`config.mk`:
```
export PLATFORM = sky130hd
export DESIGN_NAME = irqsum_top
export DESIGN_NICKNAME = d
export VERILOG_FILES = /design/src/rtl/irqsum_pkg.sv /design/src/rtl/irqsum_latch.sv /design/src/rtl/irqsum_regs.sv /design/src/rtl/irqsum_out.sv /design/src/rtl/irqsum_top.sv
export SDC_FILE = /design/constraint.sdc
export NUM_CORES = 1
export LEC_CHECK = 0
export ABC_AREA = 1
export BUFFER_PORTS_ARGS = -buffer_cell sky130_fd_sc_hd__buf_4
export CAP_MARGIN = 20
export CORE_MARGIN = 10
export CORE_UTILIZATION = 40
export DETAILED_ROUTE_END_ITERATION = 8
export PLACE_DENSITY = 0.79
export SLEW_MARGIN = 20
export SYNTH_ARGS = -nofsm -noshare
export SYNTH_HDL_FRONTEND = slang
export SYNTH_SLANG_ARGS = --single-unit
```
`constraint.sdc`:
```
create_clock -name clk -period 0.8 [get_ports clk]
set_input_delay 0.16 -clock clk [delete_from_list [all_inputs] [get_ports clk]]
set_output_delay 0.16 -clock clk [all_outputs]
set_load 0.02 [all_outputs]
```
`src/rtl/irqsum_pkg.sv`:
```
package irqsum_pkg;
  typedef enum logic [1:0] {
    REG_PEND = 2'd0,
    REG_ENAB = 2'd1,
    REG_RSV2 = 2'd2,
    REG_RSV3 = 2'd3
  } reg_sel_e;
endpackage

```
`src/rtl/irqsum_latch.sv`:
```
module irqsum_latch #(
  parameter int N = 6
) (
  input  logic         clk,
  input  logic         rst_n,
  input  logic [N-1:0] set_i,
  input  logic [N-1:0] clr_i,
  output logic [N-1:0] stat_o
);
  for (genvar i = 0; i < N; i++) begin : g_bit
    logic q;
    always_ff @(posedge clk or negedge rst_n) begin
      if (!rst_n)        q <= 1'b0;
      else if (set_i[i]) q <= 1'b1;
      else if (clr_i[i]) q <= 1'b0;
    end
    assign stat_o[i] = q;

    a_r3_set_on_req: assert property (@(posedge clk) disable iff (!rst_n)
      set_i[i] |=> q);
    a_r3_hold_without_clear: assert property (@(posedge clk) disable iff (!rst_n)
      (q && !clr_i[i]) |=> q);
    a_r5_req_beats_clear: assert property (@(posedge clk) disable iff (!rst_n)
      (set_i[i] && clr_i[i]) |=> q);
  end
endmodule

```
`src/rtl/irqsum_regs.sv`:
```
module irqsum_regs
  import irqsum_pkg::*;
#(
  parameter int NB = 4,
  parameter int NP = 6,
  parameter int DW = 16
) (
  input  logic              clk,
  input  logic              rst_n,
  input  logic              wr_i,
  input  logic [1:0]        sel_i,
  input  logic [DW-1:0]     wdata_i,
  input  logic [NB+NP-1:0]  pend_i,
  output logic [DW-1:0]     rdata_o,
  output logic [NB+NP-1:0]  en_o,
  output logic              glob_o,
  output logic [NP-1:0]     clr_o,
  output logic              pend_wr_o
);
  localparam int NSRC = NB + NP;
  localparam int GBIT = DW - 1;

  reg_sel_e sel;
  logic [NSRC-1:0] en_q;
  logic glob_q;
  logic en_wr;
  logic unused_wbits;

  assign sel          = reg_sel_e'(sel_i);
  assign en_wr        = wr_i && (sel == REG_ENAB);
  assign pend_wr_o    = wr_i && (sel == REG_PEND);
  assign clr_o        = pend_wr_o ? wdata_i[NSRC-1:NB] : '0;
  assign unused_wbits = ^wdata_i[GBIT-1:NSRC] ^ ^wdata_i[NB-1:0];

  always_ff @(posedge clk or negedge rst_n) begin
    if (!rst_n) begin
      en_q   <= '0;
      glob_q <= 1'b0;
    end else if (en_wr) begin
      en_q   <= wdata_i[NSRC-1:0];
      glob_q <= wdata_i[GBIT];
    end
  end

  always_comb begin
    rdata_o = '0;
    case (sel)
      REG_PEND: rdata_o[NSRC-1:0] = pend_i;
      REG_ENAB: begin
        rdata_o[NSRC-1:0] = en_q;
        rdata_o[GBIT]     = glob_q;
      end
      default:  rdata_o = '0;
    endcase
  end

  assign en_o   = en_q;
  assign glob_o = glob_q;

  a_r6_enable_written: assert property (@(posedge clk) disable iff (!rst_n)
    en_wr |=> (en_q == $past(wdata_i[NSRC-1:0]) && glob_q == $past(wdata_i[GBIT])));
  a_r10_enable_kept: assert property (@(posedge clk) disable iff (!rst_n)
    !en_wr |=> ($stable(en_q) && $stable(glob_q)));
endmodule

```
`src/rtl/irqsum_out.sv`:
```
module irqsum_out #(
  parameter int NSRC = 10
) (
  input  logic            clk,
  input  logic            rst_n,
  input  logic [NSRC-1:0] pend_i,
  input  logic [NSRC-1:0] en_i,
  input  logic            glob_i,
  input  logic            gap_i,
  output logic            irq_o
);
  logic live;
  logic irq_q;

  assign live = glob_i && |(pend_i & en_i);

  always_ff @(posedge clk or negedge rst_n) begin
    if (!rst_n) irq_q <= 1'b0;
    else        irq_q <= live && !gap_i;
  end
  assign irq_o = irq_q;

  a_r9_gap_after_write: assert property (@(posedge clk) disable iff (!rst_n)
    gap_i |=> !irq_o);
  a_r8_global_off: assert property (@(posedge clk) disable iff (!rst_n)
    !glob_i |=> !irq_o);
  a_r8_all_disabled: assert property (@(posedge clk) disable iff (!rst_n)
    (en_i == '0) |=> !irq_o);
  a_r7_raise: assert property (@(posedge clk) disable iff (!rst_n)
    (glob_i && ((pend_i & en_i) != '0) && !gap_i) |=> irq_o);
endmodule

```
`src/rtl/irqsum_top.sv`:
```
module irqsum_top #(
  parameter int NB = 4,
  parameter int NP = 6,
  parameter int DW = 16
) (
  input  logic          clk,
  input  logic          rst_n,
  input  logic [NB-1:0] bank_req,
  input  logic [NP-1:0] periph_req,
  input  logic          reg_wr,
  input  logic [1:0]    reg_sel,
  input  logic [DW-1:0] reg_wdata,
  output logic [DW-1:0] reg_rdata,
  output logic          irq_o
);
  localparam int NSRC = NB + NP;

  logic [NP-1:0]   periph_stat;
  logic [NP-1:0]   clr;
  logic [NSRC-1:0] pend;
  logic [NSRC-1:0] en;
  logic            glob;
  logic            pend_wr;

  assign pend = {periph_stat, bank_req};

  irqsum_latch #(.N(NP)) u_latch (
    .clk    (clk),
    .rst_n  (rst_n),
    .set_i  (periph_req),
    .clr_i  (clr),
    .stat_o (periph_stat)
  );

  irqsum_regs #(.NB(NB), .NP(NP), .DW(DW)) u_regs (
    .clk       (clk),
    .rst_n     (rst_n),
    .wr_i      (reg_wr),
    .sel_i     (reg_sel),
    .wdata_i   (reg_wdata),
    .pend_i    (pend),
    .rdata_o   (reg_rdata),
    .en_o      (en),
    .glob_o    (glob),
    .clr_o     (clr),
    .pend_wr_o (pend_wr)
  );

  irqsum_out #(.NSRC(NSRC)) u_out (
    .clk    (clk),
    .rst_n  (rst_n),
    .pend_i (pend),
    .en_i   (en),
    .glob_i (glob),
    .gap_i  (pend_wr),
    .irq_o  (irq_o)
  );
endmodule

```
After elaboration in Yosys (flattened, before gate mapping)
Cells that the tools add are included.

cells by class
  mux-type cells = 15
  eq/ne operators = 1
  shift-type cells = 0
  add/subtract/negate cells = 0
  order comparisons = 0
  multiply operators = 0
  divide/modulo/power cells = 0
  bitwise operators = 1
  reduce and logical (&&, ||, !) cells = 13

operators by type and width
  operator                                       number
  case mux 10 bit (2 select lines)               1
  two-way mux 1 bit                              13
  nonzero test 2 bit                             6
  AND 10 bit                                     1
  OR reduction 10 bit                            1
  two-way mux 6 bit                              1
  logical AND 1 bit                              4
  == test 2 x 1 -> 1 bit, second input constant  1
  logical NOT 2 bit                              1
  logical NOT 1 bit                              1

word-level totals
  memories = 0
  register bits after elaboration = 18
  latch bits = 0
  input port bits = 31
  bits in writable memories = 0
  memory bits (read-only) = 0

Logic depth before layout (Yosys ltp)
  depth in word-level cells = 5
  mapped depth = 6

Modules after synthesis
From an unflattened synthesis, not the netlist that was laid out.

unflattened totals
  cells, all modules = 165
  area total of the unflattened synthesis = 1102.3 sq um

by module, submodules not included
  module        sequential area each (sq um)  instances  cells an instance  area each (sq um)
  irqsum_regs   275.3                         1          105                699.4
  irqsum_latch  150.1                         1          36                 285.3
  irqsum_out    25.0                          1          24                 117.6

Worst setup path before layout
No wires, ideal clock.

  path type = input-to-output
  from = input reg_sel[1]
  to = output reg_rdata[4]
  data required time = 0.640 ns
  cell stages on the path = 3
  path buffers = 0
  slack = -0.313 ns
  arrival time = 0.953 ns
  path through = nor2_2 inv_1 o21ai_0

between the ends
  word-level cells in the longest chain between the ends = 2
  elaborated cells on any way between the ends = 3
  classes of those cells = eq/ne: 1; mux: 1; reduce/logical: 1

RTL lines
  what                                                                RTL line           text
  start, declared                                                     irqsum_top.sv:11   input logic [1:0] reg_sel,
  == test 2 x 1 -> 1 bit / logical NOT 2 bit (equally long branches)  irqsum_regs.sv:47  case (sel)
  case mux 10 bit (2 select lines) *                                  irqsum_regs.sv:47
  end, declared                                                       irqsum_top.sv:13   output logic [DW-1:0] reg_rdata,

Mark *: on every way between the ends. The rest lies on a longest branch, timed or not.

Worst setup path in the final report
  from = register u_regs.en_q[3], in the netlist u_regs.en_o[3]
  to = output reg_rdata[3]

between the ends
  word-level cells in the longest chain between the ends = 1

RTL lines
  what                              RTL line           text
  start, declared                   irqsum_regs.sv:24  logic [NSRC-1:0] en_q;
  start signal, assigned            irqsum_regs.sv:40  en_q <= wdata_i[NSRC-1:0];
  case mux 10 bit (2 select lines)  irqsum_regs.sv:47

Every way passes these cells.

==> impl_metrics.yaml <==
run_status:
  outcome: "finished with violations"
  violations: "negative setup slack"
routing:
  drt-pass1-iter-count: 4
  vias: 1018
  viasPerCell: 4.757
  drc: 0
  ant_nets: 0
  drtIter0Drc: 50
  wl_per_cell_um: 14.22
  routed_wl_um: 3044
clock_network:
  clockRootBuffer: "clkbuf_4"
  clockBufferDepth: 2
  clock-sinks: 18
  tritoncts.num_buffers: 3
  cts_tree: "done"
  insertion_delay_ns: 0.29
  clk_pin_slew_ns: 0.10
  cts_htree_levels: 1
critical_path:
  worst_ep_required_time_ns: 0.64
  critPathLaunchType: "flip-flop"
  critPathMaxFanout: 2
  worst_r2r_endpoint: "u_out.irq_o"
  reg2regPathDepth: 8
  regToRegSetupSlack_ns: -0.33
  endpoint_kind: "output port"
  regToRegStartpoint: "u_regs.en_o[3]"
  path_class: "flip-flop to output port"
  cp.arrival_ns: 1.02
die:
  die_x_um: 68.89
  dieArea_sq_um: 4745
  start_util: 0.4240
  row_count: 17
  pin_count: 48
  die_y_um: 68.89
  core_area_sq_um: 2255
power:
  switching_share: 0.3219
  combPwrFrac: 0.395
  power_frac_clock: 0.175
  pwr-share-seq: 0.430
  powerDensity_nw_per_um2: 1530
  p_sw_mw: 0.8172
  p_int_mw: 1.721
  leakagePower_nw: 0.9053
  vdd_drop_max_mv: 1.325
placement:
  placed_area_sq_um: 1410
  dp_hpwl_um: 2210
  port_buffers: 37
  gp_congestion: 0.7882
  pre_cts_ws_ns: -0.2543
yosys:
  synth_seq_cells: 18
  async_reset_ff_frac: 1.000
  synth_largest_area_cell: "dfrtp_1"
  syn-cell-area_sq_um: 955.9
  yosys_most_used_dff: "dfrtp_1"
  yosysWarnings: 0
  synth.yosys.seq_area_share: 0.4712
  synth.area.mux_share: 0
  synth_compound_area_frac: 0.1610
  syn-instance-count: 123
  synth-simple-area-share: 0.2369
  synth-adder-area-share: 0
  avgSynthCellArea_sq_um: 7.772
  synth_commonest_cells: "nand2_1 (37), dfrtp_1 (18), inv_1 (16)"
  synth_edf_count: 0
  synth_top_family_by_area: "simple AND/OR/NAND/NOR gates"
  synth_xor_area_frac: 0
  synth_most_common_cell: "nand2_1"
  synthTopCellsByArea: "dfrtp_1 (47%), nand2_1 (15%), inv_1 (6.3%), o21bai_1 (4.7%), buf_4 (3.9%)"
  netlist.area_leader.share: 0.4712
  yosysUniqueCellTypes: 21
grt:
  grt_pass1_wl_um: 4961
  track_usage: 0.1349
  grt_overflow: 0
  first_global_vias: 1135
  antenna_found_initial: 0
  grt_start_max_net_pins: 19
worst_hold_path:
  min_from: "periph_req[5]"
  min_to: "u_latch.g_bit[5].q"
  whs_path_depth: 2
  hp-class: "input port to flip-flop"
timing:
  finalClockSkew_ns: 0.003169
  rsz0062_at_grt: "yes"
  slew_viol_final: 0
  timing.fmax_mhz: 848.9
  fin_crit_ns: 1.178
  tns_ns: -4.387
  fin_ws_ns: -0.3780
  hold_viol_final: 0
  setup_viol: 15
  fin_crit_sh: 1.472
cells_and_area:
  fillers: 177
  fin_nets: 219
  syn_to_final_growth_pct: 73.56
  final_area_sq_um: 1659
  drive_above_1_share: 0.5376
  num_antenna_cells: 0
run:
  maxCapViolCount: 0
through the flow:
| stage | hold slack [ns] | total power [mW] | instances | util |
|---|---|---|---|---|
| global route | 0.05736 | 2.688 | 214 | 0.7358 |
| finish | 0.05918 | 2.538 | 214 | 0.7358 |
| floorplan | -0.1356 | 1.522 | 127 | - |
| global placement | 0.03967 | 1.809 | 196 | 0.6254 |
| detailed placement | 0.04305 | 1.835 | 196 | 0.6254 |
| CTS | 0.06098 | 2.455 | 212 | 0.7087 |
critical path, cell delays in order (launching register included):
cell and delay [ns]:
dfrtp_1 0.40, a22o_1 0.20, buf_6 0.13
cell families after synthesis:
kind of cell           count (synthesis)
AOI/OAI and AO/OA                     24
buffers and inverters                 25
DFF                                   18
other                                  1
and+or+nand+nor                       55
layer usage:
| layer | GRT usage | wire, um | vias to the layer above |
|---|---|---|---|
| met2 | 0.2477 | 1532 | 37 |
| met5 | 0 | 0 | - |
| li1 | - | - | 502 |
| met3 | 0.04670 | 333 | 2 |
| met1 | 0.1439 | 1170 | 477 |
| met4 | 0.03202 | 8 | 0 |
how the worst max path moves through the flow:
stage	from	endpoint	slack (ns)
after global placement	reg_sel[1]	reg_rdata[4]	-0.22
after detailed placement	reg_sel[1]	reg_rdata[7]	-0.25
after CTS	u_regs.en_o[0]	reg_rdata[0]	-0.37
final	u_regs.en_o[3]	reg_rdata[3]	-0.38
after global routing	u_regs.en_o[3]	reg_rdata[3]	-0.43
after floorplan	reg_sel[1]	reg_rdata[4]	-0.05
registers in the layout (all words and copies together) (netlist names):
register,flops
u_out.irq_o,1
u_regs.en_o,10
u_latch.g_bit.q,6
u_regs.glob_o,1
cell usage in the layout, fill, tap and decap left out, drive strengths merged:
cell type,count
dfrtp,18
o21bai,6
nor2,11
clkbuf,3
buf,63
nand2,38
a22o,4
a21oi,2
o21ai,12
nor3,1
conb,5
inv,17
dlygate4sd3,1
nand3,5
cell type report:
cell class                      instances  area, sq um  area share
Timing Repair Buffer                   64        566.8      0.3416
Multi-Input combinational cell         84        520.5      0.3137
Sequential cell                        18        450.4      0.2715
Inverter                               17        63.81     0.03846
Tap cell                               28        35.03     0.02112
Clock buffer                            3        22.52     0.01357
power groups by stage:
stage | clock network, mW | registers [mW] | logic, mW
after global routing | 0.482 | 1.11 | 1.09
after floorplan | 0 | 1.10 | 0.418
after global placement | 0 | 1.10 | 0.705
final | 0.444 | 1.09 | 1.00
after CTS | 0.449 | 1.08 | 0.923
after detailed placement | 0 | 1.11 | 0.728
what timing repair did:
action	CTS	global route
pin swaps	16	7
hold buffers	1	0
resized for setup	26	17
endpoints found under the hold margin	18	0
endpoints found under the setup margin	15	21
setup buffers	12	6
Note: power is estimated with default switching activity, not from simulation.
